===== src/rtl/pwmds_pkg.sv =====
package pwmds_pkg;

    localparam int NUM_CH = 2;

    typedef enum logic [0:0] {
        DIR_UP   = 1'b0,
        DIR_DOWN = 1'b1
    } dir_state_e;

    typedef enum logic [1:0] {
        OM_OFF  = 2'b00,
        OM_RSVD = 2'b01,
        OM_TRUE = 2'b10,
        OM_INV  = 2'b11
    } out_mode_e;

    typedef enum logic [1:0] {
        ACT_NONE  = 2'b00,
        ACT_CLEAR = 2'b01,
        ACT_SET   = 2'b10
    } edge_act_e;

    localparam logic [3:0] MODE_FIX8   = 4'd1;
    localparam logic [3:0] MODE_FIX9   = 4'd2;
    localparam logic [3:0] MODE_FIX10  = 4'd3;
    localparam logic [3:0] MODE_CAPTOP = 4'd10;
    localparam logic [3:0] MODE_CMPTOP = 4'd11;

endpackage


===== src/rtl/pwmds_top_sel.sv =====
module pwmds_top_sel
    import pwmds_pkg::*;
#(
    parameter int CNT_W = 16
) (
    input  logic [3:0]       mode,
    input  logic [CNT_W-1:0] cap_top,
    input  logic [CNT_W-1:0] live_cmp_a,
    output logic [CNT_W-1:0] top_val,
    output logic             mode_ok,
    output logic             reg_top
);

    localparam logic [CNT_W-1:0] TOP_8B  = CNT_W'((1 << 8) - 1);
    localparam logic [CNT_W-1:0] TOP_9B  = CNT_W'((1 << 9) - 1);
    localparam logic [CNT_W-1:0] TOP_10B = CNT_W'((1 << 10) - 1);

    always_comb begin
        top_val = '0;
        mode_ok = 1'b1;
        reg_top = 1'b0;
        unique case (mode)
            MODE_FIX8:   top_val = TOP_8B;
            MODE_FIX9:   top_val = TOP_9B;
            MODE_FIX10:  top_val = TOP_10B;
            MODE_CAPTOP: begin
                top_val = cap_top;
                reg_top = 1'b1;
            end
            MODE_CMPTOP: begin
                top_val = live_cmp_a;
                reg_top = 1'b1;
            end
            default:     mode_ok = 1'b0;
        endcase
    end

endmodule


===== src/rtl/pwmds_counter.sv =====
module pwmds_counter
    import pwmds_pkg::*;
#(
    parameter int CNT_W = 16
) (
    input  logic             clk,
    input  logic             rst_n,
    input  logic             advance,
    input  logic [CNT_W-1:0] top_val,
    output logic [CNT_W-1:0] cnt,
    output dir_state_e       dir,
    output logic             top_evt,
    output logic             bot_evt
);

    localparam logic [CNT_W-1:0] ONE = CNT_W'(1);

    dir_state_e       dir_q, dir_d;
    logic [CNT_W-1:0] cnt_q, cnt_d;

    // state register
    always_ff @(posedge clk or negedge rst_n) begin
        if (!rst_n) begin
            dir_q <= DIR_UP;
            cnt_q <= '0;
        end else begin
            dir_q <= dir_d;
            cnt_q <= cnt_d;
        end
    end

    // next state and event outputs
    always_comb begin
        dir_d   = dir_q;
        cnt_d   = cnt_q;
        top_evt = 1'b0;
        bot_evt = 1'b0;
        unique case (dir_q)
            DIR_UP: begin
                if (advance && (cnt_q >= top_val) && (cnt_q != '0)) begin
                    top_evt = 1'b1;          // turn at top
                    dir_d   = DIR_DOWN;
                    cnt_d   = cnt_q - ONE;
                end else if (advance) begin
                    cnt_d   = cnt_q + ONE;
                end
            end
            DIR_DOWN: begin
                if (advance && (cnt_q == '0)) begin
                    bot_evt = 1'b1;          // turn at bottom
                    dir_d   = DIR_UP;
                    cnt_d   = ONE;
                end else if (advance) begin
                    cnt_d   = cnt_q - ONE;
                end
            end
            default: dir_d = DIR_UP;
        endcase
    end

    assign cnt = cnt_q;
    assign dir = dir_q;

    p_hold_r4: assert property (@(posedge clk) disable iff (!rst_n)
        !advance |=> ($stable(cnt_q) && $stable(dir_q)));

    p_top_turn_r1: assert property (@(posedge clk) disable iff (!rst_n)
        top_evt |=> (dir_q == DIR_DOWN && cnt_q == $past(cnt_q) - ONE));

    p_bottom_turn_r1: assert property (@(posedge clk) disable iff (!rst_n)
        bot_evt |=> (dir_q == DIR_UP && cnt_q == ONE));

endmodule


===== src/rtl/pwmds_channel.sv =====
module pwmds_channel
    import pwmds_pkg::*;
#(
    parameter int CNT_W = 16
) (
    input  logic             clk,
    input  logic             rst_n,
    input  logic             wr_en,
    input  logic [CNT_W-1:0] wr_data,
    input  logic             load,
    input  logic             advance,
    input  logic [CNT_W-1:0] cnt,
    input  logic [CNT_W-1:0] top_val,
    input  dir_state_e       dir,
    input  logic [1:0]       omode,
    output logic [CNT_W-1:0] live_cmp,
    output logic             match,
    output logic             pin
);

    logic [CNT_W-1:0] shadow_q, live_q;
    logic             level_q;
    edge_act_e        act;

    // shadow and live compare registers
    always_ff @(posedge clk or negedge rst_n) begin
        if (!rst_n) begin
            shadow_q <= '0;
            live_q   <= '0;
        end else begin
            if (wr_en) shadow_q <= wr_data;
            if (load)  live_q   <= shadow_q;
        end
    end

    // match direction: 0 counts as rising, TOP as falling
    always_comb begin
        match = advance && (cnt == live_q);
        act   = ACT_NONE;
        if (match) begin
            if (cnt == '0)                act = ACT_CLEAR;
            else if (cnt == top_val)      act = ACT_SET;
            else if (dir == DIR_UP)       act = ACT_CLEAR;
            else                          act = ACT_SET;
        end
    end

    always_ff @(posedge clk or negedge rst_n) begin
        if (!rst_n) begin
            level_q <= 1'b0;
        end else begin
            unique case (act)
                ACT_CLEAR: level_q <= 1'b0;
                ACT_SET:   level_q <= 1'b1;
                default:   level_q <= level_q;
            endcase
        end
    end

    always_comb begin
        unique case (out_mode_e'(omode))
            OM_TRUE: pin = level_q;
            OM_INV:  pin = ~level_q;
            default: pin = 1'b0;
        endcase
    end

    assign live_cmp = live_q;

    p_live_stable_r7: assert property (@(posedge clk) disable iff (!rst_n)
        !load |=> $stable(live_q));

    p_live_load_r7: assert property (@(posedge clk) disable iff (!rst_n)
        load |=> (live_q == $past(shadow_q)));

    p_up_clear_r5: assert property (@(posedge clk) disable iff (!rst_n)
        (match && dir == DIR_UP && cnt != top_val) |=> !level_q);

    p_down_set_r5: assert property (@(posedge clk) disable iff (!rst_n)
        (match && dir == DIR_DOWN && cnt != '0) |=> level_q);

endmodule


===== src/rtl/pwm_dualslope_timer.sv =====
module pwm_dualslope_timer
    import pwmds_pkg::*;
#(
    parameter int CNT_W = 16
) (
    input  logic             clk,
    input  logic             rst_n,
    input  logic             tick,
    input  logic [3:0]       mode,
    input  logic [CNT_W-1:0] cap_top,
    input  logic             cmp_a_wr,
    input  logic [CNT_W-1:0] cmp_a_data,
    input  logic             cmp_b_wr,
    input  logic [CNT_W-1:0] cmp_b_data,
    input  logic [1:0]       out_mode_a,
    input  logic [1:0]       out_mode_b,
    input  logic [3:0]       flag_clr,
    output logic             pwm_a,
    output logic             pwm_b,
    output logic             flag_cmp_a,
    output logic             flag_cmp_b,
    output logic             flag_ovf,
    output logic             flag_top
);

    localparam int CLR_OVF = NUM_CH;
    localparam int CLR_TOP = NUM_CH + 1;

    logic [CNT_W-1:0] top_val, cnt_w;
    logic             mode_ok, reg_top, adv, top_evt, bot_evt;
    dir_state_e       dir_w;

    logic [NUM_CH-1:0]            wr_v, match_v, pin_v;
    logic [NUM_CH-1:0][CNT_W-1:0] data_v, live_v;
    logic [NUM_CH-1:0][1:0]       om_v;
    logic [NUM_CH-1:0]            flag_cmp_q;
    logic                         flag_ovf_q, flag_top_q;

    assign wr_v   = {cmp_b_wr, cmp_a_wr};
    assign data_v = {cmp_b_data, cmp_a_data};
    assign om_v   = {out_mode_b, out_mode_a};
    assign adv    = tick && mode_ok;

    pwmds_top_sel #(.CNT_W(CNT_W)) u_top_sel (
        .mode       (mode),
        .cap_top    (cap_top),
        .live_cmp_a (live_v[0]),
        .top_val    (top_val),
        .mode_ok    (mode_ok),
        .reg_top    (reg_top)
    );

    pwmds_counter #(.CNT_W(CNT_W)) u_counter (
        .clk     (clk),
        .rst_n   (rst_n),
        .advance (adv),
        .top_val (top_val),
        .cnt     (cnt_w),
        .dir     (dir_w),
        .top_evt (top_evt),
        .bot_evt (bot_evt)
    );

    for (genvar gi = 0; gi < NUM_CH; gi++) begin : g_ch
        pwmds_channel #(.CNT_W(CNT_W)) u_ch (
            .clk      (clk),
            .rst_n    (rst_n),
            .wr_en    (wr_v[gi]),
            .wr_data  (data_v[gi]),
            .load     (top_evt),
            .advance  (adv),
            .cnt      (cnt_w),
            .top_val  (top_val),
            .dir      (dir_w),
            .omode    (om_v[gi]),
            .live_cmp (live_v[gi]),
            .match    (match_v[gi]),
            .pin      (pin_v[gi])
        );

        always_ff @(posedge clk or negedge rst_n) begin
            if (!rst_n) flag_cmp_q[gi] <= 1'b0;
            else        flag_cmp_q[gi] <= (flag_cmp_q[gi] && !flag_clr[gi]) || match_v[gi];
        end
    end

    always_ff @(posedge clk or negedge rst_n) begin
        if (!rst_n) begin
            flag_ovf_q <= 1'b0;
            flag_top_q <= 1'b0;
        end else begin
            flag_ovf_q <= (flag_ovf_q && !flag_clr[CLR_OVF]) || bot_evt;
            flag_top_q <= (flag_top_q && !flag_clr[CLR_TOP]) || (top_evt && reg_top);
        end
    end

    assign pwm_a      = pin_v[0];
    assign pwm_b      = pin_v[1];
    assign flag_cmp_a = flag_cmp_q[0];
    assign flag_cmp_b = flag_cmp_q[1];
    assign flag_ovf   = flag_ovf_q;
    assign flag_top   = flag_top_q;

    p_ovf_set_r8: assert property (@(posedge clk) disable iff (!rst_n)
        bot_evt |=> flag_ovf);

    p_ovf_sticky_r11: assert property (@(posedge clk) disable iff (!rst_n)
        (flag_ovf && !flag_clr[CLR_OVF]) |=> flag_ovf);

    p_cmp_flag_r9: assert property (@(posedge clk) disable iff (!rst_n)
        match_v[0] |=> flag_cmp_a);

    p_freeze_mode_r3: assert property (@(posedge clk) disable iff (!rst_n)
        !mode_ok |=> $stable(cnt_w));

    p_top_fixed_r10: assert property (@(posedge clk) disable iff (!rst_n)
        (!reg_top && !flag_top && !flag_clr[CLR_TOP]) |=> !flag_top);

endmodule


===== config.mk =====
export PLATFORM = sky130hd
export DESIGN_NAME = pwm_dualslope_timer
export DESIGN_NICKNAME = d
export VERILOG_FILES = /design/src/rtl/pwmds_pkg.sv /design/src/rtl/pwmds_top_sel.sv /design/src/rtl/pwmds_counter.sv /design/src/rtl/pwmds_channel.sv /design/src/rtl/pwm_dualslope_timer.sv
export SDC_FILE = /design/constraint.sdc
export NUM_CORES = 1
export LEC_CHECK = 0
export CORE_MARGIN = 5
export CORE_UTILIZATION = 30
export DETAILED_ROUTE_END_ITERATION = 8
export HOLD_SLACK_MARGIN = 0.12
export SYNTH_ARGS = -nofsm -noshare
export SYNTH_HDL_FRONTEND = slang
export SYNTH_SLANG_ARGS = --single-unit

===== constraint.sdc =====
create_clock -name clk -period 2.6 [get_ports clk]
set_input_delay 0.52 -clock clk [delete_from_list [all_inputs] [get_ports clk]]
set_output_delay 0.52 -clock clk [all_outputs]
set_load 0.1 [all_outputs]

==> flow_summary.yaml <==
timing:
  min_period_ns: 2.98
  fmax_ghz: 0.335
  worstMarginPinSlew_ns: 0.732
  hold_violations: 0
  rsz0062_at_grt: "yes"
  finalMaxSlewViolations: 0
  whs_ns: 0.129
  skew_ns: 0.00948
  finalSetupViolCount: 49
  fin_crit_sh_pct: 115
  layout_setup_ws_ns: -0.381
  slew_headroom_pct: 51.0
yosys:
  synth_area_mm2: 0.00534
  yosys_register_bits: 87
  syn_nets: 603
  synth_edf_count: 0
  netlist_instances: 517
  ys_seq_area_share_pct: 40.8
  synth_flop_cell: "dfrtp_1"
  synth_cell_types: 65
  yosysWarnings: 0
  syn_area_per_cell_um2: 10.3
  ys_async_sr_fraction_pct: 100
setup_path:
  cp.required_ns: 2.83
  crit_path_frequent_cell: "buf_12"
  crit_cells: 18
  worstSetupPathType: "input port to register"
  r2r_cells: 15
  cp-start-kind: "input port"
  slowest_stage: "a211o_4"
  cp.arrival_ns: 3.21
  cp_cell_sequence: "buf_8 > buf_12 > clkinv_8 > nor2_4 > and2_4 > buf_6 > nand2_4 > ha_4 > nand4_1 > or2_4 > a211o_4 > nand3_4 > nand2_4 > nor2_4 > buf_12 > buf_12 > buf_12 > mux2_4"
  cp_num_buf_inv: 7
  reg2reg_from: "g_ch[0].u_ch.live_cmp[3]"
  slowest_delay_ns: 0.30
  rrSetupSlack_ns: -0.25
  r2r-end: "g_ch[0].u_ch.live_cmp[13]"
  path_delay_family: "simple AND/OR/NAND/NOR gates"
  end_kind: "register"
  cp_max_fo: 7
global_route:
  grt_pass1_vias: 5004
  grt_max_degree: 58
  overflow: 0
  grt_pass1_wl_mm: 27.9
  antenna_found_initial: 0
  grt_usage_pct: 17.8
power_and_ir_drop:
  leakagePower_nw: 3.44
  power_density_mw_per_mm2: 765
  irDropWorstVdd_v: 0.000327
clock_tree:
  clk_latency_ns: 0.35
  cts_root_buf: "clkbuf_16"
  clkSinkCount: 87
  clkTransAtPathRegs_ns: 0.06
  cts_tree: "yes"
  h-tree-depth: 3
  cts_hold_buf: 0
  numCtsBuffers: 9
  clockBufferDepth: 2
layout:
  nets: 765
  multiInputGateArea_mm2: 0.00344
  nFillCells: 1561
  regArea_mm2: 0.00218
  n_antenna_cell: 0
  final_util_pct: 46.1
  fin_area_mm2: 0.00800
  final_layout_size_suffix_gt1_share_pct: 41.6
  syn2layout_area_growth_pct: 50.0
  final_cell_mix: "buf_4, dfrtp_1, clkdlybuf4s50_1"
  final_common_cell: "buf_4"
route:
  num_vias: 4689
  first_iter_violations: 287
  wirelength_mm: 17.7
  drc: 0
  drtPass1Iterations: 5
  routedWlPerCell_um: 19.5
  viasPerCell: 5.17
  ant_nets: 0
hold_path:
  hold_class: "input port to async pin"
place:
  hpwl_mm: 12.6
  place_ws_ns: -1.29
  numPortBuffers: 70
  gp_congestion: 0.915
  postPlaceCellArea_mm2: 0.00693
floorplan:
  dieArea_mm2: 0.0206
  die_h_um: 143
  start_util_pct: 30.7
  io_pins: 71
  num_rows: 48
  core_area_mm2: 0.0174
  die_width_um: 143
flow_run:
  cap_violations: 0
status:
  violations: "setup timing"
  outcome: "finished with violations"
worst register-to-register path: cells and delay by family (launching register included):
family | cells | cell delay, ns
AOI/OAI and AO/OA | 2 | 0.19
buffers and inverters | 3 | 0.38
adders and majority gates | 1 | 0.26
and+or+nand+nor | 8 | 1.25
muxes | 1 | 0.30
DFF | 1 | 0.38
stage by stage:
step                      TNS (ns)  power (mW)  instances
after global placement      -58.03        4.17        865
final                       -14.17        6.12        907
after floorplan             -18.51        3.30        517
after detailed placement    -58.34        4.21        865
after CTS                   -14.19        6.06        907
after global routing        -17.20        6.45        907
where the power goes:
part	internal, mW	switching (mW)	total (mW)
Sequential	1.71	0.360	2.07
Combinational	1.44	1.12	2.56
Clock	0.934	0.556	1.49
cell type report:
| cell class | count | area share (%) |
|---|---|---|
| flip-flops and latches | 87 | 27.2 |
| repair buffers | 183 | 21.5 |
| well taps | 225 | 3.52 |
| clock inverters | 5 | 1.34 |
| inverters | 10 | 0.625 |
| clock buffers | 9 | 2.81 |
| multi-input cells | 388 | 43.0 |
logic make-up (layout without fill, tap and decap cells):
kind of cell,count (synthesis),after routing,synth area share (%)
AOI/OAI and AO/OA,90,90,10.8
xor gates and xnor gates,37,37,6.07
adders and majority gates,21,21,4.92
buffers and inverters,42,207,4.81
DFF,87,87,40.8
muxes,75,75,15.8
and+or+nand+nor,165,165,16.9
state kept, by name (all words and copies together) (netlist names), 2 cells and up:
name                cells
u_counter.cnt          16
g_ch.u_ch.live_cmp     32
g_ch.u_ch.shadow_q     32
g_ch.u_ch.level_q       2
synthesized netlist by cell type (all sizes together) (7+ instances only):
cell	instances	share of area [%]
clkbuf	21	2.6
nand4	15	1.8
nor3	16	1.5
nor2	23	1.9
nand3	15	1.4
inv	9	0.63
dfrtp	87	41
xnor2	27	4.4
xor2	10	1.6
a21oi	36	3.4
mux2	72	15
a31oi	7	1.1
nand2b	12	1.5
buf	11	1.5
or2	9	1.1
nand2	43	3.0
o21ai	19	1.9
ha	21	4.9
worst max-delay path by stage:
| stage | startpoint | end |
|---|---|---|
| 2_1_floorplan | mode[1] | g_ch[0].u_ch.live_cmp[11] |
| 3_3_place_gp | mode[1] | u_counter.cnt[15] |
| 3_5_place_dp | mode[0] | u_counter.cnt[10] |
| 4_1_cts | mode[1] | g_ch[0].u_ch.live_cmp[11] |
| 5_1_grt | mode[1] | g_ch[0].u_ch.live_cmp[13] |
| 6_report | mode[1] | g_ch[0].u_ch.live_cmp[13] |
timing repair:
| item | CTS | global route |
|---|---|---|
| setup endpoints to repair | 51 | 51 |
| hold endpoints to repair | 0 | 0 |
| pin swaps | 45 | 18 |
| gates cloned | 4 | 0 |
| setup buffers | 25 | 4 |
| gates resized for setup | 116 | 21 |
metal layers:
layer | GRT usage (%) | routed length, um | vias to the layer above
li1 | - | - | 2191
met1 | 23.8 | 7910 | 2330
met2 | 29.0 | 8570 | 147
met3 | 3.23 | 870 | 21
met4 | 6.24 | 326 | 0
met5 | 0 | 0 | -
Note: power is estimated with default switching activity, not from simulation.
